`src/rtl/irq_qual_pkg.sv`:
```
package irq_qual_pkg;

   typedef enum logic {
      OUT_IDLE   = 1'b0,
      OUT_ACTIVE = 1'b1
   } out_state_e;

   // width of a counter that must reach n-1
   function automatic int cnt_width(input int n);
      return (n <= 2) ? 1 : $clog2(n);
   endfunction

endpackage

```
`src/rtl/iq_sync.sv`:
```
module iq_sync #(
   parameter int WIDTH  = 1,
   parameter int STAGES = 2
) (
   input  logic             clk,
   input  logic             rst_n,
   input  logic [WIDTH-1:0] d,
   output logic [WIDTH-1:0] q
);

   logic [STAGES-1:0][WIDTH-1:0] chain;

   generate
      if (STAGES == 1) begin : g_single
         always_ff @(posedge clk or negedge rst_n) begin
            if (!rst_n) chain <= '0;
            else        chain <= d;
         end
      end else begin : g_multi
         always_ff @(posedge clk or negedge rst_n) begin
            if (!rst_n) chain <= '0;
            else        chain <= {chain[STAGES-2:0], d};
         end
      end
   endgenerate

   assign q = chain[STAGES-1];

endmodule

```
`src/rtl/iq_dwell_filter.sv`:
```
module iq_dwell_filter #(
   parameter int QUAL_CYCLES = 100
) (
   input  logic clk,
   input  logic rst_n,
   input  logic below,
   output logic qual
);

   generate
      if (QUAL_CYCLES == 1) begin : g_pass
         always_ff @(posedge clk or negedge rst_n) begin
            if (!rst_n) qual <= 1'b0;
            else        qual <= below;
         end
      end else begin : g_count
         localparam int CW = irq_qual_pkg::cnt_width(QUAL_CYCLES);
         localparam logic [CW-1:0] LAST = CW'(QUAL_CYCLES - 1);
         logic [CW-1:0] run_q;

         always_ff @(posedge clk or negedge rst_n) begin
            if (!rst_n) begin
               run_q <= '0;
               qual  <= 1'b0;
            end else if (!below) begin
               run_q <= '0;
               qual  <= 1'b0;
            end else if (run_q == LAST) begin
               qual  <= 1'b1;
            end else begin
               run_q <= run_q + 1'b1;
            end
         end
      end
   endgenerate

endmodule

```
`src/rtl/iq_pulse_stretch.sv`:
```
module iq_pulse_stretch
   import irq_qual_pkg::*;
#(
   parameter int MIN_CYCLES = 500
) (
   input  logic clk,
   input  logic rst_n,
   input  logic qual,
   input  logic force_req,
   output logic active
);

   localparam int HW = cnt_width(MIN_CYCLES);
   localparam logic [HW-1:0] LAST = HW'(MIN_CYCLES - 1);

   out_state_e    state_q;
   logic [HW-1:0] hold_q;
   logic          hold_done;

   assign hold_done = (hold_q == LAST);

   always_ff @(posedge clk or negedge rst_n) begin
      if (!rst_n) begin
         state_q <= OUT_ACTIVE;
         hold_q  <= '0;
      end else begin
         unique case (state_q)
            OUT_IDLE: begin
               if (qual || force_req) begin
                  state_q <= OUT_ACTIVE;
                  hold_q  <= '0;
               end
            end
            OUT_ACTIVE: begin
               if (force_req) begin
                  hold_q <= '0;
               end else if (hold_done) begin
                  if (!qual) state_q <= OUT_IDLE;
               end else begin
                  hold_q <= hold_q + 1'b1;
               end
            end
            default: state_q <= OUT_ACTIVE;
         endcase
      end
   end

   assign active = (state_q == OUT_ACTIVE);

endmodule

```
`src/rtl/irq_qualifier.sv`:
```
module irq_qualifier #(
   parameter int SYNC_STAGES = 2,
   parameter int QUAL_CYCLES = 100,
   parameter int MIN_CYCLES  = 500
) (
   input  logic clk,
   input  logic rst_n,
   input  logic pwr_ok,
   input  logic cmp_below,
   input  logic mst_req,
   output logic irq_n
);

   generate
      if (SYNC_STAGES < 1) begin : g_bad_sync
         $error("irq_qualifier: SYNC_STAGES must be at least 1");
      end
      if (QUAL_CYCLES < 1) begin : g_bad_qual
         $error("irq_qualifier: QUAL_CYCLES must be at least 1");
      end
      if (MIN_CYCLES < 1) begin : g_bad_min
         $error("irq_qualifier: MIN_CYCLES must be at least 1");
      end
   endgenerate

   logic [1:0] sync_out;
   logic       sync_below;
   logic       sync_mst;
   logic       dwell_qual;
   logic       force_req;
   logic       out_active;

   iq_sync #(
      .WIDTH  (2),
      .STAGES (SYNC_STAGES)
   ) u_sync (
      .clk   (clk),
      .rst_n (rst_n),
      .d     ({mst_req, cmp_below}),
      .q     (sync_out)
   );

   assign sync_below = sync_out[0];
   assign sync_mst   = sync_out[1];

   iq_dwell_filter #(
      .QUAL_CYCLES (QUAL_CYCLES)
   ) u_dwell (
      .clk   (clk),
      .rst_n (rst_n),
      .below (sync_below),
      .qual  (dwell_qual)
   );

   assign force_req = sync_mst | ~pwr_ok;

   iq_pulse_stretch #(
      .MIN_CYCLES (MIN_CYCLES)
   ) u_stretch (
      .clk       (clk),
      .rst_n     (rst_n),
      .qual      (dwell_qual),
      .force_req (force_req),
      .active    (out_active)
   );

   assign irq_n = ~out_active;

endmodule

```
`config.mk`:
```
export PLATFORM = sky130hd
export DESIGN_NAME = irq_qualifier
export DESIGN_NICKNAME = d
export VERILOG_FILES = /design/src/rtl/irq_qual_pkg.sv /design/src/rtl/iq_sync.sv /design/src/rtl/iq_dwell_filter.sv /design/src/rtl/iq_pulse_stretch.sv /design/src/rtl/irq_qualifier.sv
export SDC_FILE = /design/constraint.sdc
export NUM_CORES = 1
export LEC_CHECK = 0
export ABC_AREA = 1
export ABC_CLOCK_PERIOD_IN_PS = 3000
export BUFFER_PORTS_ARGS = -buffer_cell sky130_fd_sc_hd__buf_2
export CAP_MARGIN = 20
export CORE_MARGIN = 3
export CORE_UTILIZATION = 62
export DETAILED_ROUTE_END_ITERATION = 10
export HOLD_SLACK_MARGIN = 0.08
export PLACE_DENSITY_LB_ADDON = 0.15
export SLEW_MARGIN = 5
export SYNTH_ARGS = -nofsm -noshare
export SYNTH_HDL_FRONTEND = slang
export SYNTH_SLANG_ARGS = --single-unit
```
`constraint.sdc`:
```
create_clock -name clk -period 3 [get_ports clk]
set_input_delay 0.45 -clock clk [delete_from_list [all_inputs] [get_ports clk]]
set_output_delay 0.45 -clock clk [all_outputs]
set_load 0.01 [all_outputs]
```
==> flow_summary_export.csv <==
group,metric,value,unit
outcome,run_status,"finished clean",
floorplanning,io-pin-count,6,
synth,synth_flop_cell,"dfrtp_1",
drt,route.antenna.remaining_nets,0,
floorplanning,floorplan.rows,14,
floorplanning,die_height,48.5,microns
synth,synth_top_cell_by_area,"dfrtp_1",
final_layout,postLayoutCoreUtil,77.0,%
placed_design,detailedPlacementHpwl,1570,microns
synth,synth_nets,139,
pwr,p_seq_share,55.4,%
worst_setup_path,critPathKind,"reg -> out",
final_layout,area.growth.synth_to_final,9.61,%
timing,timing.final.max_slew_violations,0,
timing,final.period_utilization,54.1,%
clocking,postCtsSetupBuffers,0,
pwr,clockPowerShare,37.4,%
drt,viasPerCell,5.36,
grt,grt-ovfl-total,0,
timing,final.setup.tns,0,ns
drt,routed_wl,2020,microns
worst_setup_path,critical_path_end_type,"output pin",
synth,ys_seq_elements,22,
drt,route.vias.total,884,
floorplanning,start_util,70.3,%
pwr,max-vdd-ir-drop,0.494,mV
grt,grt_antenna_before_repair,0,
clocking,clk_pin_slew,0.12,ns
pwr,total_leakage_power,0.613,nW
clocking,cts_tree,"built",
clocking,numClockSinks,22,
floorplanning,die_wd,48.5,microns
synth,synth.top_cell.area_share,46.9,%
synth,avgSynthCellArea,8.48,sq um
synth,post_synth_most_frequent_cells,"nand2_1, dfrtp_1, nand3_1",
timing,finalCriticalPeriod,1.62,ns
synth,synth_cell_types,25,
timing,post_route_skew,0.00237,ns
placed_design,dpl_cell_area,1170,sq um
placed_design,placed_cells,161,
pwr,switch_pwr,0.000130,W
pwr,power_frac_comb,7.2,%
timing,relSlewSlack,68.1,%
pwr,cell_internal_pwr,0.000463,W
synth,synth-seq-area-share,49.3,%
final_layout,drive_above_1_share,19.9,%
final_layout,final-instance-count-excl-fill,165,
worst_setup_path,cp_max_fo,6,
drt,drt-pass1-iter-count,4,
worst_setup_path,crit_required,2.55,ns
clocking,cts.path.max_buffers,2,
synth,ys_top_cells_by_area,"dfrtp_1, nand2_1, nand3_1",
drt,drt-initial-drc-count,15,
grt,grt_pass1_vias,858,
placed_design,io_buffer_count,5,
floorplanning,fp.coreArea,1590,sq um
run,drv_cap,0,
timing,worst_slew_pin_slew,0.479,ns
worst_setup_path,worst_ep_arrival_time,1.17,ns
pwr,fraction_of_power_spent_switching_nets,21.9,%
clocking,worst_skew_pair_later_pin_latency,0.30,ns
grt,grt_start_max_net_pins,23,
clocking,cts_resized,0,
grt,grt_first_pass_wirelength,3570,microns
grt,grt.total_usage,19.7,%
timing,hold_viol,0,
drt,post-route-drc-count,0,
final_layout,final.fill_count,113,
floorplanning,die_area,2350,sq um
clocking,cts_made_buffers,3,
clocking,clock_tree.htree_level_count,1,
synth,syn-cell-area,1120,sq um
placed_design,routabilityCongestion,0.826,
timing,achievable-frequency,616,MHz
timing,grt_setup_unrepaired,"false",
synth,post_synth_inst_count,132,
pwr,power_density,483,nW/um^2
clocking,cts_hold_buf,0,
worst_setup_path,timing.critical_path.from_type,"register",
final_layout,layout.nets,149,
synth,yosysWarnings,0,
final_layout,fin_area,1230,sq um
synth,async_flop_share,100,%
synth,synthMostInstantiatedCell,"nand2_1",
synth,synth-edff-count,0,
timing,finalHoldWorstSlack,0.0823,ns
worst_hold_path,worst_hold_path_type,"in -> async",
timing,finalSetupViolations,0,
drt,drt-wirelength-per-cell,12.2,microns
final_layout,antenna_cells_inserted,0,
clocking,clock_root_buffer,"clkbuf_4",
-- power by group through the flow --
stage	combinational [W]	clock, W	sequential [W]
after floorplan	0.0000270	0	0.000330
after global placement	0.0000403	0	0.000333
after detailed placement	0.0000434	0	0.000334
after CTS	0.0000434	0.000226	0.000328
after global routing	0.0000505	0.000239	0.000332
final	0.0000424	0.000222	0.000329
-- layout by cell type, fill, tap and decap left out --
master,count
nor3_1,2
o21ai_0,4
nand3_1,13
nor3_2,1
nor4_1,1
nand2_4,3
nor2_4,1
buf_2,5
nand2_1,31
clkinv_4,1
o21ai_2,3
a21oi_2,1
bufinv_16,1
o21ai_1,1
dfstp_2,1
nor2_2,1
ha_1,2
clkbuf_4,3
nor2_1,11
nand2_2,2
a21oi_1,6
inv_1,12
xor2_1,4
inv_2,5
nand4_1,3
o22ai_1,1
dfrtp_1,21
o21bai_1,1
-- worst paths after layout --
path / from / to / slack, ns / cells past startpoint
worst max-delay path: u_stretch.active / irq_n / 1.38 / 2
worst min-delay path: rst_n / u_stretch.hold_q[3] / 0.08 / 1
worst max register to register: u_stretch.hold_q[1] / u_stretch.hold_q[4] / 1.60 / 9
worst min register to register: u_sync.chain[0] / u_sync.q[0] / 0.39 / 0
max in group asynchronous: rst_n / u_stretch.active / 2.57 / 1
min in group clk: mst_req / u_sync.chain[1] / 0.24 / 1
-- critical path: stages, from the launching register on --
cell and delay, ns:
dfstp_2 0.64, inv_2 0.09, buf_2 0.14
-- final cells by class --
cell class              count  area (sq um)  share of cell area [%]
inverters                  18          72.6                    5.91
clock buffers               3          22.5                    1.83
clock inverters             1          30.0                    2.45
flip-flops and latches     22           552                    45.0
repair buffers              5          25.0                    2.04
well taps                  24          30.0                    2.45
multi-input cells          92           495                    40.4
-- flip-flops by register name, indices dropped and copies added, names as in the netlist --
register	count
u_stretch.hold_q	9
u_dwell.g_count.run_q	7
u_sync.chain	2
u_sync.q	2
u_dwell.qual	1
u_stretch.active	1
-- per-stage QoR --
| stage | total power, W | setup slack, ns |
|---|---|---|
| floorplan | 0.000357 | 1.72 |
| global placement | 0.000373 | 1.68 |
| detailed placement | 0.000377 | 1.64 |
| CTS | 0.000597 | 1.37 |
| global route | 0.000622 | 1.32 |
| finish | 0.000593 | 1.38 |
-- per-layer routing --
metal / global-route usage [%] / wire length (microns) / vias up
met5: 0 / 0 / -
met4: 4.27 / 13 / 0
met3: 6.44 / 91 / 2
met2: 33.9 / 1010 / 16
met1: 24.3 / 901 / 421
li1: - / - / 445
-- logic make-up after synthesis --
family / share of synthesized area, %
buf+inv: 6.48
flops: 49.3
simple gates: 29.6
xor+xnor: 3.13
fa+ha+maj: 2.23
compound gates: 9.27
Power figures use the tool's default switching activity.
